===== src/rtl/warm_seq_pkg.sv =====
package warm_seq_pkg;
  typedef enum logic [1:0] {
    ST_IDLE = 2'd0,
    ST_HS   = 2'd1,
    ST_HOLD = 2'd2,
    ST_COLD = 2'd3
  } seq_state_e;
endpackage


===== src/rtl/warm_seq_agent.sv =====
module warm_seq_agent #(
  parameter int TIMEOUT_CYC = 1024
) (
  input  logic clk_i,
  input  logic rst_ni,
  input  logic start_i,
  input  logic mask_i,
  input  logic clr_i,
  input  logic ack_i,
  output logic req_o,
  output logic done_o,
  output logic to_o
);
  localparam int CW = $clog2(TIMEOUT_CYC + 1);
  localparam logic [CW-1:0] TO_LAST = CW'(TIMEOUT_CYC - 1);

  logic          req_q, active_q, done_q, to_q;
  logic [CW-1:0] cnt_q;

  always_ff @(posedge clk_i or negedge rst_ni) begin
    if (!rst_ni) begin
      req_q    <= 1'b0;
      active_q <= 1'b0;
      done_q   <= 1'b1;
      to_q     <= 1'b0;
      cnt_q    <= '0;
    end else if (clr_i) begin
      req_q    <= 1'b0;
      active_q <= 1'b0;
      done_q   <= 1'b1;
    end else if (start_i) begin
      req_q    <= mask_i;
      active_q <= mask_i;
      done_q   <= ~mask_i;
      to_q     <= 1'b0;
      cnt_q    <= '0;
    end else if (active_q && !done_q) begin
      if (ack_i) begin
        done_q <= 1'b1;
      end else if (cnt_q == TO_LAST) begin
        done_q <= 1'b1;
        to_q   <= 1'b1;
      end else begin
        cnt_q <= cnt_q + 1'b1;
      end
    end
  end

  assign req_o  = req_q;
  assign done_o = done_q;
  assign to_o   = to_q;

  AST_REQ_GATED: assert property (@(posedge clk_i) disable iff (!rst_ni)
    $rose(req_q) |-> $past(start_i && mask_i));
  AST_TO_BOUND: assert property (@(posedge clk_i) disable iff (!rst_ni)
    (active_q && !done_q) |-> (cnt_q < CW'(TIMEOUT_CYC)));
  AST_TO_NEEDS_WAIT: assert property (@(posedge clk_i) disable iff (!rst_ni)
    $rose(to_q) |-> $past(req_q));
endmodule


===== src/rtl/warm_seq_timer.sv =====
module warm_seq_timer #(
  parameter int HOLD_CYC = 16
) (
  input  logic clk_i,
  input  logic rst_ni,
  input  logic run_i,
  input  logic restart_i,
  output logic last_o
);
  localparam int HW = $clog2(HOLD_CYC + 1);
  localparam logic [HW-1:0] H_LAST = HW'(HOLD_CYC - 1);

  logic [HW-1:0] cnt_q;

  always_ff @(posedge clk_i or negedge rst_ni) begin
    if (!rst_ni)                     cnt_q <= '0;
    else if (restart_i || !run_i)    cnt_q <= '0;
    else if (cnt_q != H_LAST)        cnt_q <= cnt_q + 1'b1;
    else                             cnt_q <= '0;
  end

  assign last_o = run_i && (cnt_q == H_LAST);

  AST_HOLD_BOUND: assert property (@(posedge clk_i) disable iff (!rst_ni)
    cnt_q < HW'(HOLD_CYC));
endmodule


===== src/rtl/warm_seq_ctrl.sv =====
module warm_seq_ctrl
  import warm_seq_pkg::*;
(
  input  logic       clk_i,
  input  logic       rst_ni,
  input  logic       warm_req_i,
  input  logic       cold_req_i,
  input  logic       dbg_req_i,
  input  logic       all_done_i,
  input  logic       hold_last_i,
  input  logic       trace_en_i,
  input  logic       pend_clr_i,
  output seq_state_e state_o,
  output logic       dbg_mode_o,
  output logic       start_o,
  output logic       release_o,
  output logic       pend_o
);
  seq_state_e state_q, state_d;
  logic       dbg_q, pend_q;
  logic       enter_hold;

  assign start_o    = (state_q == ST_IDLE) && !cold_req_i && (warm_req_i || dbg_req_i);
  assign enter_hold = (state_q == ST_HS) && all_done_i && !cold_req_i;
  assign release_o  = cold_req_i || ((state_q == ST_HOLD) && hold_last_i);

  always_comb begin
    state_d = state_q;
    if (cold_req_i) begin
      state_d = ST_COLD;
    end else begin
      unique case (state_q)
        ST_IDLE: if (warm_req_i || dbg_req_i) state_d = ST_HS;
        ST_HS:   if (all_done_i)              state_d = ST_HOLD;
        ST_HOLD: if (hold_last_i)             state_d = ST_IDLE;
        ST_COLD: if (hold_last_i)             state_d = ST_IDLE;
        default:                              state_d = ST_IDLE;
      endcase
    end
  end

  always_ff @(posedge clk_i or negedge rst_ni) begin
    if (!rst_ni) begin
      state_q <= ST_IDLE;
      dbg_q   <= 1'b0;
      pend_q  <= 1'b0;
    end else begin
      state_q <= state_d;
      if (start_o) dbg_q <= !warm_req_i;  // warm wins over debug
      if (cold_req_i)                           pend_q <= 1'b0;
      else if (enter_hold && !dbg_q && trace_en_i) pend_q <= 1'b1;
      else if (pend_clr_i)                      pend_q <= 1'b0;
    end
  end

  assign state_o    = state_q;
  assign dbg_mode_o = dbg_q;
  assign pend_o     = pend_q;

  AST_PEND_STICKY: assert property (@(posedge clk_i) disable iff (!rst_ni)
    ($past(pend_q) && !$past(pend_clr_i) && !$past(cold_req_i)) |-> pend_q);
  AST_DBG_NO_PEND: assert property (@(posedge clk_i) disable iff (!rst_ni)
    $rose(pend_q) |-> !dbg_q);
endmodule


===== src/rtl/warm_rst_seq.sv =====
module warm_rst_seq
  import warm_seq_pkg::*;
#(
  parameter int N_AGENTS    = 5,
  parameter int TRACE_IDX   = 4,
  parameter int TIMEOUT_CYC = 1024,
  parameter int HOLD_CYC    = 16
) (
  input  logic                clk_i,
  input  logic                rst_ni,
  input  logic                sw_warm_req_i,
  input  logic                sw_cold_req_i,
  input  logic                dbg_req_i,
  input  logic                trace_pend_clr_i,
  input  logic [N_AGENTS-1:0] hs_en_i,
  input  logic [N_AGENTS-1:0] agent_in_rst_i,
  input  logic [N_AGENTS-1:0] hs_ack_i,
  output logic [N_AGENTS-1:0] hs_req_o,
  output logic [N_AGENTS-1:0] timeout_o,
  output logic                warm_rst_o,
  output logic                dbg_rst_o,
  output logic                cold_rst_o,
  output logic                trace_pend_o,
  output logic                busy_o
);
  localparam logic [N_AGENTS-1:0] TRACE_BIT =
    {{(N_AGENTS-1){1'b0}}, 1'b1} << TRACE_IDX;

  seq_state_e          state;
  logic                dbg_mode, start, release_all, pend, hold_last, all_done;
  logic [N_AGENTS-1:0] mask, agent_req, agent_done;

  assign mask     = (hs_en_i & ~agent_in_rst_i) & (sw_warm_req_i ? {N_AGENTS{1'b1}} : TRACE_BIT);
  assign all_done = &agent_done;

  warm_seq_ctrl u_ctrl (
    .clk_i       (clk_i),
    .rst_ni      (rst_ni),
    .warm_req_i  (sw_warm_req_i),
    .cold_req_i  (sw_cold_req_i),
    .dbg_req_i   (dbg_req_i),
    .all_done_i  (all_done),
    .hold_last_i (hold_last),
    .trace_en_i  (hs_en_i[TRACE_IDX]),
    .pend_clr_i  (trace_pend_clr_i),
    .state_o     (state),
    .dbg_mode_o  (dbg_mode),
    .start_o     (start),
    .release_o   (release_all),
    .pend_o      (pend)
  );

  warm_seq_timer #(.HOLD_CYC(HOLD_CYC)) u_timer (
    .clk_i     (clk_i),
    .rst_ni    (rst_ni),
    .run_i     ((state == ST_HOLD) || (state == ST_COLD)),
    .restart_i (sw_cold_req_i),
    .last_o    (hold_last)
  );

  for (genvar g = 0; g < N_AGENTS; g++) begin : g_agent
    warm_seq_agent #(.TIMEOUT_CYC(TIMEOUT_CYC)) u_agent (
      .clk_i   (clk_i),
      .rst_ni  (rst_ni),
      .start_i (start),
      .mask_i  (mask[g]),
      .clr_i   (release_all),
      .ack_i   (hs_ack_i[g]),
      .req_o   (agent_req[g]),
      .done_o  (agent_done[g]),
      .to_o    (timeout_o[g])
    );
    if (g == TRACE_IDX) begin : g_trace
      assign hs_req_o[g] = agent_req[g] | pend;
    end else begin : g_plain
      assign hs_req_o[g] = agent_req[g];
    end
  end

  assign warm_rst_o   = (state == ST_HOLD) && !dbg_mode;
  assign dbg_rst_o    = (state == ST_HOLD) && dbg_mode;
  assign cold_rst_o   = (state == ST_COLD);
  assign trace_pend_o = pend;
  assign busy_o       = (state != ST_IDLE);

  AST_WARM_AFTER_HS: assert property (@(posedge clk_i) disable iff (!rst_ni)
    $rose(warm_rst_o) |-> $past(busy_o) && !$past(warm_rst_o));
  AST_NO_REQ_IDLE: assert property (@(posedge clk_i) disable iff (!rst_ni)
    (state == ST_IDLE) |-> (agent_req == '0));
  AST_COLD_EXCL: assert property (@(posedge clk_i) disable iff (!rst_ni)
    cold_rst_o |-> !warm_rst_o && !dbg_rst_o && (agent_req == '0));
  AST_COLD_NEXT: assert property (@(posedge clk_i) disable iff (!rst_ni)
    sw_cold_req_i |=> cold_rst_o && !trace_pend_o);
  AST_ONE_RST: assert property (@(posedge clk_i) disable iff (!rst_ni)
    $countones({warm_rst_o, dbg_rst_o, cold_rst_o}) <= 1);
endmodule


===== config.mk =====
export PLATFORM = sky130hd
export DESIGN_NAME = warm_rst_seq
export DESIGN_NICKNAME = d
export VERILOG_FILES = /design/src/rtl/warm_seq_pkg.sv /design/src/rtl/warm_seq_agent.sv /design/src/rtl/warm_seq_timer.sv /design/src/rtl/warm_seq_ctrl.sv /design/src/rtl/warm_rst_seq.sv
export SDC_FILE = /design/constraint.sdc
export NUM_CORES = 1
export LEC_CHECK = 0
export ABC_CLOCK_PERIOD_IN_PS = 4200
export CORE_MARGIN = 1
export CORE_UTILIZATION = 25
export CTS_CLUSTER_SIZE = 8
export DETAILED_ROUTE_END_ITERATION = 12
export DONT_BUFFER_PORTS = 1
export HOLD_SLACK_MARGIN = 0.08
export PLACE_DENSITY = 0.44
export SETUP_SLACK_MARGIN = 0.05
export SLEW_MARGIN = 0
export SYNTH_ARGS = -nofsm -noshare
export SYNTH_HDL_FRONTEND = slang
export SYNTH_SLANG_ARGS = --single-unit

===== constraint.sdc =====
create_clock -name clk_i -period 4.2 [get_ports clk_i]
set_clock_uncertainty 0.05 [all_clocks]
set_input_delay 0.84 -clock clk_i [delete_from_list [all_inputs] [get_ports clk_i]]
set_output_delay 0.84 -clock clk_i [all_outputs]
set_load 0.01 [all_outputs]

==> impl_metrics.py, run 1 <==
metrics = {
    "logic_synthesis": {
        "yosysSeqAreaShare_pct": 45.9,
        "synth_top_area_share_pct": 42.9,
        "synth_xor_area_share_pct": 0.608,
        "syn-num-nets": 481,
        "synth_area_per_cell_um2": 9.51,
        "synth_cell_types": 52,
        "synth.cell_area_um2": 4320,
        "yosys.area_share.simple_pct": 26.7,
        "synthFlopType": "dfrtp_1",
        "synth_mux_area_share_pct": 2.14,
        "synth_commonest_cells": "dfrtp_1 (74), a21oi_1 (39), nand2_1 (29), nand3_1 (27), or4_1 (27)",
        "syn_inst": 454,
        "synthArstFlopShare_pct": 100,
        "ys_ff_latch": 79,
        "ys_top_cells_by_area": "dfrtp_1 (43%), or4_1 (4.7%), a21oi_1 (4.5%)",
        "yosys_warnings": 0,
        "yosysTopAreaCell": "dfrtp_1",
        "synthAdderAreaFrac_pct": 1.74,
        "synth_edf_count": 0,
        "synth_top_family_by_area": "simple AND/OR/NAND/NOR gates",
        "synth-compound-area-share_pct": 18.3,
        "synth_most_common_cell": "dfrtp_1",
    },
    "sta": {
        "rsz0062_at_grt": "false",
        "tns_ns": 0,
        "period_minus_slack_ns": 2.69,
        "max_freq_mhz": 372,
        "fin_ws_ns": 1.51,
        "setup-violations-final": 0,
        "fin_crit_sh_pct": 64.1,
        "relSlewSlack_pct": 24.0,
        "hold_violations": 0,
        "drv_slew": 0,
        "worst_slew_pin_slew_ns": 1.13,
    },
    "die": {
        "row_count": 47,
        "die_w_um": 133,
        "io_pins": 36,
        "initial_utilization_pct": 25.9,
        "die-area_um2": 17800,
        "die_h_um": 133,
        "core_um2": 16700,
    },
    "routing": {
        "avgRoutedWirePerCell_um": 17.0,
        "wl_met1_um": 5330,
        "drcViolationCount": 0,
        "vias": 3594,
        "via_per_inst": 5.37,
        "drtPass1Iterations": 6,
        "wl_um": 11400,
        "ant_nets": 0,
        "top_layer": "met4",
        "wl_met2_um": 5090,
        "drt-initial-drc-count": 239,
        "wl_met3_um": 725,
    },
    "setup_path": {
        "slowest_stage": "nor2b_1",
        "path_max_fanout": 10,
        "worstPathArrival_ns": 1.80,
        "cp.required_ns": 3.31,
        "slowest_delay_ns": 0.65,
        "cp-start-kind": "register",
        "crit_type": "register to output pin",
        "worstSetupEndpointType": "output pin",
        "crit_chain": "nor2b_1 > and2_1",
    },
    "placed_design": {
        "hpwl_um": 7860,
        "gp_congestion": 0.778,
        "portBuffers": 0,
        "pre_cts_slack_ns": 1.67,
    },
    "cts": {
        "clkSinkCount": 79,
        "cts_max_path_buffers": 2,
        "cts_made_buffers": 9,
        "clk_pin_slew_ns": 0.07,
        "cts_hold_buf": 0,
        "clock_latency_ns": 0.34,
        "cts-root-buf": "clkbuf_16",
        "htreeDepth": 3,
        "post_cts_buffers": 0,
        "cts_resized": 0,
        "cts_tree": "built",
    },
    "power_and_ir_drop": {
        "power_frac_clock_pct": 52.4,
        "switching_power_uw": 345,
        "worst_ir_drop_vdd_v": 0.000184,
        "p_leak_nw": 1.93,
        "combPwrFrac_pct": 1.0,
        "power_density_nw_per_um2": 342,
        "seq_power_share_pct": 46.6,
        "internal_power_mw": 1.31,
        "p_sw_share_pct": 20.8,
    },
    "finish": {
        "fin_nets": 470,
        "area_delta_synth_final_pct": 12.1,
        "drive_gt1_share_pct": 8.93,
    },
    "global_route": {
        "grt_pass1_vias": 3395,
        "grt_max_degree": 80,
        "antenna_found_initial": 1,
        "grt.total_usage_pct": 13.5,
        "grt_pass1_wl_um": 18500,
        "overflow": 0,
    },
    "flow_run": {
        "maxCapViolations": 0,
    },
    "worst_hold_path": {
        "hp-class": "primary input to asynchronous set/reset pin",
    },
    "outcome": {
        "outcome": "completed",
    },
}
[worst max-delay path, delay by kind of cell, from the launching register on]
family / cells / cell delay [ns]
and+or+nand+nor: 2 / 0.97
DFF: 1 / 0.49
[registers in the layout, indices dropped and copies added (netlist names)]
signal                  count
u_ctrl.dbg_mode_o           1
g_agent.u_agent.req_o       5
u_ctrl.pend_o               1
g_agent.u_agent.to_o        5
u_ctrl.state_o              2
u_timer.cnt_q               5
g_agent.u_agent.done_o      5
g_agent.u_agent.cnt_q      55
[cells by family (layout without fill, tap and decap cells)]
group | count (synthesis) | in the layout
compound gates | 120 | 120
xor+xnor | 3 | 3
fa+ha+maj | 6 | 6
buf+inv | 42 | 36
flops | 79 | 79
mux | 9 | 9
other cells | 0 | 1
simple gates | 195 | 195
[layout by cell type (no fill, tap or decap), drive strengths merged, types with 10 or more instances in the layout]
cell	instances
nor2	20
nand3	27
nand4	13
o21ai	15
o31ai	23
dfrtp	74
inv	13
clkbuf	11
nor4	13
nand2b	10
a21oi	39
or4	27
nand2	29
[area by class of cell]
cell class | count | area [um2]
inverters | 13 | 48.8
fillers | 1781 | 11900
clock inverters | 5 | 81.3
well taps | 220 | 275
flip-flops and latches | 79 | 1980
clock buffers | 11 | 243
diodes | 1 | 2.50
repair buffers | 7 | 52.6
multi-input cells | 333 | 2150
[worst paths after layout]
check | startpoint | endpoint | slack (ns) | cells after the start
max in group asynchronous | rst_ni | g_agent[0].u_agent.done_o$_DFFE_PN1P_ | 3.71 | 0
hold reg to reg | u_timer.cnt_q[0]$_DFF_PN0_ | u_timer.cnt_q[0]$_DFF_PN0_ | 0.41 | 1
setup reg to reg | g_agent[1].u_agent.cnt_q[0]$_DFFE_PN0P_ | g_agent[1].u_agent.cnt_q[8]$_DFFE_PN0P_ | 1.75 | 5
setup / recovery | u_ctrl.state_o[1]$_DFFE_PN0P_ | dbg_rst_o | 1.51 | 2
min in group clk_i | u_timer.cnt_q[0]$_DFF_PN0_ | u_timer.cnt_q[0]$_DFF_PN0_ | 0.41 | 1
hold / removal | rst_ni | g_agent[4].u_agent.cnt_q[1]$_DFFE_PN0P_ | 0.13 | 0
[metrics by stage]
| step | total power [mW] | hold WS (ns) | utilization (%) | instance area, um2 | instances |
|---|---|---|---|---|---|
| floorplan | 0.799 | 0.380 | - | 4320 | 454 |
| global placement | 0.801 | 0.397 | 27.0 | 4510 | 652 |
| detailed placement | 0.802 | 0.409 | 27.0 | 4510 | 652 |
| CTS | 1.68 | 0.118 | 29.0 | 4840 | 668 |
| global route | 1.71 | 0.118 | 29.0 | 4840 | 668 |
| finish | 1.66 | 0.135 | 29.0 | 4840 | 669 |
[power groups by stage]
stage / sequential, mW / clock, mW / combinational (mW)
after floorplan: 0.785 / 0 / 0.0140
after global placement: 0.786 / 0 / 0.0154
after detailed placement: 0.786 / 0 / 0.0161
after CTS: 0.772 / 0.892 / 0.0161
after global routing: 0.772 / 0.918 / 0.0181
final: 0.772 / 0.869 / 0.0160
[metal layers]
layer	track usage [%]	up-vias
met5	0	-
met4	6.88	0
met3	4.07	15
met2	20.0	74
met1	17.6	1784
li1	-	1721
No activity file was read; power rests on OpenSTA's default activity.
==> run 2, diff against run 1 <==
--- a/config.mk
+++ b/config.mk
@@ -5,7 +5,7 @@
 export SDC_FILE = /design/constraint.sdc
 export NUM_CORES = 1
 export LEC_CHECK = 0
-export ABC_CLOCK_PERIOD_IN_PS = 4200
+export ABC_CLOCK_PERIOD_IN_PS = 2750
 export CORE_MARGIN = 1
 export CORE_UTILIZATION = 25
 export CTS_CLUSTER_SIZE = 8
==> constraint.sdc (replaced) <==
create_clock -name clk_i -period 2.75 [get_ports clk_i]
set_clock_uncertainty 0.05 [all_clocks]
set_input_delay 0.55 -clock clk_i [delete_from_list [all_inputs] [get_ports clk_i]]
set_output_delay 0.55 -clock clk_i [all_outputs]
set_load 0.01 [all_outputs]
==> run 2 against run 1 <==
Core utilization rose by 0.70 points. Setup slack got worse by 1.2 ns. First-iteration DRC count rose by 18%. Clock power rose by 48%. Power rose by 53%. Sequential cell count did not move. Clock-buffer cell count fell by 2. Non-clock buffer count rose by 13. Wire length rose by 1.1%. Critical endpoint unchanged.
==> impl_metrics.py, run 2 (same netlist as run 1, synthesis figures left out) <==
metrics = {
    "finish": {
        "area_delta_synth_final_pct": 14.8,
        "fin_nets": 483,
        "final_cells": 682,
        "final_common_cell": "dfrtp_1",
        "regMostFlops": "g_agent.u_agent.cnt_q",
        "drive_gt1_share_pct": 11.5,
        "layout_common_cells": "dfrtp_1 (74), a21oi_1 (39), nand2_1 (29), nand3_1 (27), or4_1 (27)",
        "largest_register_ffs": 55,
    },
    "setup_path": {
        "cp.required_ns": 2.15,
        "path_max_fanout": 10,
        "cp-start-kind": "register",
        "worst_r2r_path_depth": 5,
        "worstPathArrival_ns": 1.83,
        "slowest_delay_ns": 0.66,
        "crit_chain": "nor2b_1 > and2_1",
        "cp_top_family": "simple AND/OR/NAND/NOR gates",
        "path_buf_inv": 0,
        "worstSetupEndpointType": "output pin",
        "crit_type": "register to output pin",
        "slowest_stage": "nor2b_1",
        "worstSetupPathDepth": 2,
    },
    "cts": {
        "htreeDepth": 3,
        "clk_pin_slew_ns": 0.07,
        "cts_made_buffers": 9,
        "clkSinkCount": 79,
        "cts_tree": "built",
        "cts-root-buf": "clkbuf_16",
        "cts_max_path_buffers": 2,
        "cts_resized": 0,
        "clock_latency_ns": 0.35,
    },
    "power_and_ir_drop": {
        "total_power_mw": 2.53,
        "power_density_nw_per_um2": 510,
        "worst_ir_drop_vdd_v": 0.000439,
        "p_leak_nw": 2.00,
        "switching_power_uw": 544,
        "seq_power_share_pct": 46.7,
        "combPwrFrac_pct": 2.1,
        "internal_power_mw": 1.98,
        "power_frac_clock_pct": 51.2,
        "p_sw_share_pct": 21.5,
    },
    "flow_run": {
        "maxCapViolations": 0,
    },
    "sta": {
        "hold_violations": 0,
        "fin_crit_sh_pct": 88.5,
        "rsz0062_at_grt": "false",
        "tns_ns": 0,
        "period_minus_slack_ns": 2.43,
        "worst_slew_pin_slew_ns": 1.04,
        "drv_slew": 0,
        "relSlewSlack_pct": 30.0,
        "max_freq_mhz": 411,
        "setup-violations-final": 0,
    },
    "global_route": {
        "grt_pass1_vias": 3500,
        "grt_pass1_wl_um": 19200,
        "grt.total_usage_pct": 13.9,
        "met3_usage_pct": 5.59,
        "grt_max_degree": 80,
        "use_met1_pct": 18.4,
        "grt_busiest_layer": "met2",
        "antenna_found_initial": 1,
        "met2_usage_pct": 20.4,
        "overflow": 0,
    },
    "die": {
        "core_um2": 16700,
        "die-area_um2": 17800,
        "io_pins": 36,
        "die_w_um": 133,
        "die_h_um": 133,
        "initial_utilization_pct": 25.9,
        "row_count": 47,
    },
    "placed_design": {
        "dpl.cell_count": 663,
        "gp_congestion": 0.787,
        "hpwl_um": 8020,
        "portBuffers": 0,
    },
    "routing": {
        "vias": 3650,
        "drcViolationCount": 0,
        "ant_nets": 0,
        "drtPass1Iterations": 5,
        "via_per_inst": 5.35,
        "avgRoutedWirePerCell_um": 16.9,
        "drt-initial-drc-count": 283,
        "wl_um": 11500,
    },
    "worst_hold_path": {
        "hold_depth": 1,
        "hp-class": "primary input to register",
    },
    "outcome": {
        "outcome": "completed",
    },
}
-- run 2: power groups by stage --
stage	registers [mW]	logic [mW]	clock network, mW
final	1.18	0.0533	1.29
after global routing	1.18	0.0620	1.39
after CTS	1.18	0.0560	1.34
after detailed placement	1.20	0.0241	0
after global placement	1.20	0.0240	0
after floorplan	1.20	0.0213	0
-- run 2: repair_timing --
item,in CTS,in global routing
hold buffers,2,0
hold endpoints to repair,79,0
buffers inserted,0,0
-- run 2: cell type report --
class	instances	area, um2
flip-flops and latches	79	1980
multi-input cells	333	2150
diodes	1	2.50
fillers	1753	11700
clock buffers	9	225
repair buffers	20	173
clock inverters	7	95.1
well taps	220	275
inverters	13	48.8
-- run 2: routing by layer --
layer | wire (um) | up-vias
met5 | 0 | -
li1 | - | 1746
met2 | 5170 | 68
met4 | 222 | 0
met3 | 748 | 12
met1 | 5370 | 1824
-- run 2: per-stage QoR --
stage	setup WS (ns)	cell area, um2	hold WS (ns)	utilization [%]
global placement	0.391	4600	0.207	27.5
CTS	0.332	4950	0.203	29.7
finish	0.318	4960	0.221	29.7
global route	0.0763	4950	0.195	29.7
detailed placement	0.367	4600	0.207	27.5
floorplan	0.674	4320	0.204	-
-- run 2: final timing paths --
path,from,to,slack (ns)
min reg2reg,u_timer.cnt_q[0]$_DFF_PN0_,u_timer.cnt_q[0]$_DFF_PN0_,0.41
min in group asynchronous,rst_ni,g_agent[4].u_agent.cnt_q[8]$_DFFE_PN0P_,0.71
max,u_ctrl.state_o[1]$_DFFE_PN0P_,dbg_rst_o,0.32
min,sw_cold_req_i,u_ctrl.pend_o$_DFFE_PN0P_,0.22
max in group asynchronous,rst_ni,g_agent[0].u_agent.done_o$_DFFE_PN1P_,1.57
max reg2reg,u_timer.cnt_q[0]$_DFF_PN0_,g_agent[3].u_agent.cnt_q[0]$_DFFE_PN0P_,0.39
